### config.mk
export PLATFORM = sky130hd
export DESIGN_NAME = dds_word_loader
export DESIGN_NICKNAME = d
export VERILOG_FILES = /design/src/rtl/dds_loader_pkg.sv /design/src/rtl/dds_tw_calc.sv /design/src/rtl/dds_ser_shift.sv /design/src/rtl/dds_word_loader.sv
export SDC_FILE = /design/constraint.sdc
export NUM_CORES = 1
export LEC_CHECK = 0
export ABC_CLOCK_PERIOD_IN_PS = 7200
export CAP_MARGIN = 20
export CORE_ASPECT_RATIO = 1.5
export CORE_MARGIN = 2
export CORE_UTILIZATION = 52
export DETAILED_ROUTE_END_ITERATION = 16
export GPL_ROUTABILITY_DRIVEN = 0
export PLACE_DENSITY_LB_ADDON = 0.05
export SLEW_MARGIN = 20
export SYNTH_ARGS = -nofsm -noshare
export SYNTH_HDL_FRONTEND = slang
export SYNTH_HIERARCHICAL = 1
export SYNTH_SLANG_ARGS = --single-unit
### constraint.sdc
create_clock -name clk -period 7.2 [get_ports clk]
set_input_delay 0.72 -clock clk [delete_from_list [all_inputs] [get_ports clk]]
set_output_delay 0.72 -clock clk [all_outputs]
set_load 0.05 [all_outputs]
### src/rtl/dds_loader_pkg.sv
package dds_loader_pkg;
  localparam int TW_W = 32;

  typedef logic [15:0][TW_W-1:0] digit_tbl_t;

  // Rounded tuning-word contribution of every 4-bit digit value at decimal weight 10^k.
  function automatic digit_tbl_t build_digit_tbl(input int k, input longint unsigned ref_hz);
    digit_tbl_t t;
    logic [63:0] pw;
    logic [63:0] num;
    pw = 64'd1;
    for (int i = 0; i < k; i++) pw = pw * 64'd10;
    for (int d = 0; d < 16; d++) begin
      num  = ((64'(d) * pw) << TW_W) + (ref_hz >> 1);
      t[d] = TW_W'(num / ref_hz);
    end
    return t;
  endfunction
endpackage

### src/rtl/dds_tw_calc.sv
module dds_tw_calc
  import dds_loader_pkg::*;
#(
  parameter int NDIG = 7,
  parameter longint unsigned REF_HZ = 64'd80_000_000
)(
  input  logic [4*NDIG-1:0] digits,
  output logic [TW_W-1:0]   tw
);
  logic [NDIG-1:0][TW_W-1:0] part;

  generate
    for (genvar k = 0; k < NDIG; k++) begin : g_dig
      localparam digit_tbl_t TBL = build_digit_tbl(k, REF_HZ);
      assign part[k] = TBL[digits[4*k +: 4]];
    end
  endgenerate

  always_comb begin
    tw = '0;
    for (int k = 0; k < NDIG; k++) tw = tw + part[k];
  end
endmodule

### src/rtl/dds_ser_shift.sv
module dds_ser_shift #(
  parameter int FRAME_W = 40,
  parameter int HALF    = 2
)(
  input  logic               clk,
  input  logic               rst_n,
  input  logic               start,
  input  logic [FRAME_W-1:0] word,
  output logic               sclk,
  output logic               sdata,
  output logic               active,
  output logic               done
);
  localparam int PH_W = $clog2(HALF + 1);
  localparam int BC_W = $clog2(FRAME_W);

  logic [FRAME_W-1:0] sreg;
  logic [PH_W-1:0]    phcnt;
  logic [BC_W-1:0]    bitcnt;

  always_ff @(posedge clk) begin
    if (!rst_n) begin
      sreg   <= '0;
      phcnt  <= '0;
      bitcnt <= '0;
      sclk   <= 1'b0;
      active <= 1'b0;
      done   <= 1'b0;
    end else begin
      done <= 1'b0;
      if (!active) begin
        if (start) begin
          sreg   <= word;
          active <= 1'b1;
          sclk   <= 1'b0;
          phcnt  <= '0;
          bitcnt <= '0;
        end
      end else if (phcnt == PH_W'(HALF - 1)) begin
        phcnt <= '0;
        if (!sclk) begin
          sclk <= 1'b1;
        end else begin
          sclk <= 1'b0;
          sreg <= sreg >> 1;
          if (bitcnt == BC_W'(FRAME_W - 1)) begin
            active <= 1'b0;
            done   <= 1'b1;
          end else begin
            bitcnt <= bitcnt + 1'b1;
          end
        end
      end else begin
        phcnt <= phcnt + 1'b1;
      end
    end
  end

  assign sdata = sreg[0];
endmodule

### src/rtl/dds_word_loader.sv
module dds_word_loader
  import dds_loader_pkg::*;
#(
  parameter int NDIG   = 7,
  parameter int CTRL_W = 8,
  parameter int HALF   = 2,
  parameter longint unsigned REF_HZ = 64'd80_000_000
)(
  input  logic              clk,
  input  logic              rst_n,
  input  logic              req_valid,
  output logic              req_ready,
  input  logic [4*NDIG-1:0] req_digits,
  output logic              busy,
  output logic              ser_clk,
  output logic              ser_data,
  output logic              dds_update
);
  localparam int FRAME_W = TW_W + CTRL_W;

  logic              pend_vld;
  logic [4*NDIG-1:0] pend_dig;
  logic [TW_W-1:0]   tw;
  logic              sh_active, sh_done, upd_q, start;

  assign req_ready = !pend_vld;
  assign start     = pend_vld && !sh_active && !sh_done && !upd_q;

  always_ff @(posedge clk) begin
    if (!rst_n) begin
      pend_vld <= 1'b0;
      pend_dig <= '0;
      upd_q    <= 1'b0;
    end else begin
      upd_q <= sh_done;
      if (req_valid && req_ready) begin
        pend_vld <= 1'b1;
        pend_dig <= req_digits;
      end else if (start) begin
        pend_vld <= 1'b0;
      end
    end
  end

  dds_tw_calc #(.NDIG(NDIG), .REF_HZ(REF_HZ)) u_calc (
    .digits (pend_dig),
    .tw     (tw)
  );

  dds_ser_shift #(.FRAME_W(FRAME_W), .HALF(HALF)) u_shift (
    .clk    (clk),
    .rst_n  (rst_n),
    .start  (start),
    .word   ({{CTRL_W{1'b0}}, tw}),
    .sclk   (ser_clk),
    .sdata  (ser_data),
    .active (sh_active),
    .done   (sh_done)
  );

  assign dds_update = upd_q;
  assign busy       = pend_vld || sh_active || sh_done || upd_q;
endmodule

After elaboration in Yosys (flattened, before gate mapping)
Memories as Yosys holds them, arrays and structs flattened. A register that Yosys moved wholly into a read port is not among the register bits.
Index checks and enable logic that the tools add are counted.
- output and inout bits: 5
- ROM bits: 3584
- input port bits: 31
- word-level logic and storage cells: 97
- memories: 7
- flip-flop bits (word level): 81
- memories (memory ; words ; bits a word ; read ports ; clocked after memory_dff ; wr ports ; line ; source):
    (no name shown) ; 16 ; 32 ; 1 ; 1 ; 0 ; dds_tw_calc.sv:15 ; assign part[k] = TBL[digits[4*k +: 4]];
    (no name shown) ; 16 ; 32 ; 1 ; 1 ; 0 ; dds_tw_calc.sv:15 ;
    (no name shown) ; 16 ; 32 ; 1 ; 1 ; 0 ; dds_tw_calc.sv:15 ;
    (no name shown) ; 16 ; 32 ; 1 ; 1 ; 0 ; dds_tw_calc.sv:15 ;
    (no name shown) ; 16 ; 32 ; 1 ; 1 ; 0 ; dds_tw_calc.sv:15 ;
    (no name shown) ; 16 ; 32 ; 1 ; 1 ; 0 ; dds_tw_calc.sv:15 ;
    1 more memories ; -- ; -- ; -- ; -- ; -- ; -- ;
- multiplexer cells: 44
- add/subtract/negate cells: 8
- reduce and logical (&&, ||, !) cells: 17
- magnitude comparators: 7
- equality and inequality tests: 5
- operators with widths (operator ; count):
    $mux 32 ; 7
    $add 32x32->32 ; 6
    $mux 40 ; 4
    $mux 4 ; 14
    $lt 4x5->1 const B ; 7
    $mux 6 ; 5
    $mux 1 ; 11
    $reduce_and 4->1 ; 2
    $add 6x1->6 const B ; 1
    $eq 6x6->1 const B ; 1
    $mux 2 ; 3
    $logic_and 1x1->1 ; 4
    $logic_not 1->1 ; 4
    $ne 2x2->1 const B ; 2
    $reduce_bool 2->1 ; 2
    $logic_or 1x1->1 ; 3
    $reduce_and 3->1 ; 1
    $add 2x1->2 const B ; 1
    $eq 2x1->1 const B ; 1
    $ne 2x1->1 const B ; 1
    $reduce_and 2->1 ; 1

Logic depth before layout (Yosys ltp)
- depth in word-level cells: 10
- gate-level depth with buffers: 24
- gate-level depth less buffers: 24

Modules after synthesis
Netlist, hierarchy kept.
- modules (own cells, without submodules) (module ; cells each ; times used ; area an instance (µm²) ; sequential area each (µm²)):
    dds_tw_calc ; 843 ; 1 ; 6658.9 ; 0.0
    dds_ser_shift ; 240 ; 1 ; 2248.4 ; 1021.0
    dds_word_loader ; 131 ; 1 ; 1228.7 ; 600.6

Worst setup path after synthesis
Ideal clock, no wire load.
- kind: flip-flop to flip-flop
- start: reg pend_dig[17] (netlist name)
- end: reg u_shift.sreg[28]
- setup time: 86 ps
- setup slack: 1767 ps
- clock period less this slack: 5433 ps
- path buffers: 0
- arrival time: 5347 ps
- required time: 7114 ps
- stages on the path, launching flop included: 23
- path through: dfxtp_1 -> inv_1 -> ha_1 -> nand2b_1 -> o21ai_0 -> a21oi_1 -> fa_1 -> inv_1 -> fa_1 -> fa_1 -> inv_1 -> fa_1 -> inv_1 -> ha_1 -> and3_2 -> and3_2 -> o211ai_2 -> a21o_1 -> a31o_1 -> o31a_1 -> xnor2_1 -> mux2i_1 -> a211oi_1
- RTL lines (element ; line ; source):
    to (signal assigned) ; dds_ser_shift.sv:33 ; sreg <= word;
    to (signal assigned) ; dds_ser_shift.sv:45 ; sreg <= sreg >> 1;
    to (decl) ; dds_ser_shift.sv:17 ; logic [FRAME_W-1:0] sreg;

==> impl_results.md <==
* Cell breakdown of the critical path: inv_1, ha_1, nor2b_1, nand2_1, inv_1, a21oi_1, inv_1, fa_1, inv_1, fa_1, fa_1, fa_1, ha_1, a21o_1, a31o_2, o211ai_1, a21oi_1, o21ai_0, o21ai_0, xnor2_1, mux2i_1, a211oi_1
* Overflow after GRT at 0
* # diodes at 0
* Routed WL at roughly 25 mm
* P per Cell Area at 378.7 nW/um^2
* Synth Register Bits at 81
* Maximum clock rate at between 150 and 200 MHz
* Largest net degree at the start of global routing at 67
* Core ar. at 19160 um^2
* Net Sw Frac at 50.07%
* WL per Instance at ~17 um
* # DRC at 0
* CTS Hold Bufs at 0
* 1st-iter DRT viols at between 400 and 500
* Final setup fails at 0
* # port buffers at 35
* Worst Tran Pin Value at 1.018 ns
* CP Class: reg2reg
* Comb power frac at 74.9%
* Crit start category: register
* Max cap viols at 0
* Tot GR Track Use at between 20% and 30%
* Post-layout util at 56.91%
* Area Growth Syn to Fin at 7.579%
* Vias at 8209
* RSZ-0062 raised after global routing: false
* R2R cell count at 22
* Leakage at 4.819 nW
* Worst skew pair latency at 0.36 ns
* Element type at the critical path end: register
* Worst slack at placement at 0.9674 ns
* CP required at between 7 and 8 ns
* # nets final at 1453
* Post-synth EDFFs at 0
* Setup Buffers After CTS at 0
* CP Data Arrival Time at 6.67 ns
* Pwr Total at 4.129 mW
* Detail Placement HPWL at between 20 and 25 mm
* Mean Syn Cell Area at 8.349 um^2
* Outcome: finished clean
* Vias in the first global route at 8044
* Die width at between 100 and 150 um
* Prevailing post-synth register cell: dfxtp_1
* Worst min-delay path endpoint: u_shift/phcnt[1]
* Synth warn at 6
* H-tree depth at 3
* Worst setup margin at between 0.7 and 0.8 ns
* Sequential share of the synthesized area at 16.00%
* Synth cell types at 73
* Layout cells sized above 1 at under 10%
* Mapped cell area at 10140 um^2
* Setup slack, reg-to-reg at between 0.7 and 0.8 ns
* Root Buffer: clkbuf_16
* Via/cell ratio at 5.562
* Most frequent cells in the layout: nand2_1 (146), ha_1 (127), inv_1 (117)
* Max_slew headroom at 32.07%
* Cell at the slowest stage of the critical path: fa_1
* First-pass GRT wire length at 41.02 mm
* Die Y at between 150 and 200 um
* Final period util at 88.95%
* Antenna violations before repair at 0
* Asr flop ratio synth at 0%
* CTS tree: yes
* Initial Util at 52.90%
* FF-to-FF Start: pend_dig[20]
* Internal power at between 2 and 2.5 mW
* Fin crit period at 6.404 ns
* Worst Hold Launch: u_shift/phcnt[1]
* Clock slew seen by the registers of the worst setup and hold paths at 0.07 ns
* Setup TNS at 0 ns
* Row count at 62
* Flop pwr share at between 10% and 20%
* Number of gates resized after CTS at 0
* P_sw at 2.068 mW
* Final setup skew at 0.01528 ns
* Hold path depth at 2
* VDD IR max at between 200 and 250 uV
* CTS Buf Count at 9
* Crit-path max FO at 11
* Fin Hold WS at about 0.47 ns
* Most common cell after layout, fill and taps aside: nand2_1
* Post-Syn Instances at 1214
* Max incr delay on CP at 0.55 ns
* RR Endpoint: u_shift/sreg[26]
* CTS Buffer Depth at 2
* Min-delay worst type: reg2reg
* Die ar. at slightly above 20000 um^2
* Antenna viol nets, final at 0
* Max-slew violations at 0
* DR pass1 iterations at 5
* Clock network fraction of total power at 11.6%
* # clock sinks at 81
* Final Hold Viols at 0
* I/O pin count at 36
## power by group through the flow
stage          Sequential, mW  Combinational [mW]  Clock, mW
5_1_grt                 0.565                3.49      0.509
4_1_cts                 0.556                3.11      0.496
6_report                0.556                3.09      0.481
2_1_floorplan           0.540                2.40          0
3_5_place_dp            0.566                3.06          0
3_3_place_gp            0.566                3.07          0
## critical path: cells and delay by family (launching register included)
kind / cells / cell delay (ns)
AO/OA/AOI/OAI: 8 / 2.08
XOR/XNOR: 1 / 0.19
adder cells (fa/ha/maj): 6 / 2.81
buffers and inverters: 4 / 0.53
flip-flops: 1 / 0.44
multiplexers: 1 / 0.09
AND/OR/NAND/NOR: 2 / 0.19
## cell families (layout without fill, tap and decap cells)
kind of cell             count (synthesis)  count (layout)  share of synthesized area, %
AND/OR/NAND/NOR                        336             336                         14.70
XOR/XNOR                                35              35                         3.024
AO/OA/AOI/OAI                          270             270                         16.37
flip-flops                              81              81                         16.00
other                                    1               8                       0.03700
multiplexers                           102             102                         10.76
adder cells (fa/ha/maj)                207             207                         31.48
buffers and inverters                  182             181                         7.629
## Yosys cell counts (4+ instances only)
library cell | instances | area, um^2
a211oi_1 | 48 | 360.4
a21o_1 | 9 | 67.56
a21oi_1 | 79 | 395.4
a31oi_1 | 11 | 68.82
and3_1 | 5 | 31.28
buf_1 | 7 | 26.28
buf_2 | 12 | 60.06
buf_6 | 4 | 45.04
clkbuf_1 | 35 | 131.4
dfxtp_1 | 81 | 1622
fa_1 | 80 | 1602
ha_1 | 127 | 1589
inv_1 | 117 | 439.2
mux2_2 | 6 | 67.56
mux2i_1 | 91 | 910.9
mux4_2 | 5 | 112.6
nand2_1 | 147 | 551.8
nand2b_1 | 14 | 87.58
nand3_1 | 11 | 55.05
nand4_1 | 7 | 43.79
nor2_1 | 105 | 394.1
nor2b_1 | 9 | 56.30
nor3_1 | 9 | 45.04
o211ai_1 | 4 | 30.03
o21a_1 | 11 | 82.58
o21ai_0 | 75 | 375.4
o22ai_1 | 4 | 25.02
xnor2_1 | 26 | 227.7
xor2_1 | 9 | 78.83
## worst max-delay path by stage
stage / startpoint / end / slack [ns] / depth (start not counted)
2_1_floorplan: pend_dig[17] / u_shift/sreg[28] / 1.77 / 22
3_3_place_gp: pend_dig[20] / u_shift/sreg[26] / 1.01 / 22
3_5_place_dp: pend_dig[20] / u_shift/sreg[26] / 0.97 / 22
4_1_cts: pend_dig[20] / u_shift/sreg[26] / 0.91 / 22
5_1_grt: pend_dig[20] / u_shift/sreg[26] / 0.52 / 22
6_report: pend_dig[20] / u_shift/sreg[26] / 0.80 / 22
## cell type report
type | count | area, um^2
fillers | 1884 | 8257
multi-input cells | 958 | 7775
flip-flops and latches | 81 | 1623
repair buffers | 47 | 447.9
inverters | 118 | 442.9
well taps | 256 | 320.3
clock buffers | 10 | 239.0
clock inverters | 6 | 56.30
## sequential cells by signal (all words and copies together), names as in the netlist
| register | flops |
|---|---|
| u_shift/sreg | 40 |
| dds_update | 1 |
| pend_vld | 1 |
| u_shift/active | 1 |
| pend_dig | 28 |
| u_shift/sclk | 1 |
| u_shift/done | 1 |
| u_shift/bitcnt | 6 |
| u_shift/phcnt | 2 |
## per-stage QoR
stage	instance area, um^2	std cells
final	10900	1476
after global routing	10900	1476
after CTS	10900	1476
after detailed placement	10610	1460
after global placement	10590	1459
after floorplan	10160	1221
## layer usage
layer / wire length (um) / GRT usage, % / vias up
met2: 13160 / 46.34 / 160
met4: 1273 / 12.65 / 0
met5: 0 / 0 / -
met1: 10320 / 28.50 / 3850
li1: - / - / 4141
met3: 669 / 3.101 / 58
Power figures use the tool's default switching activity.
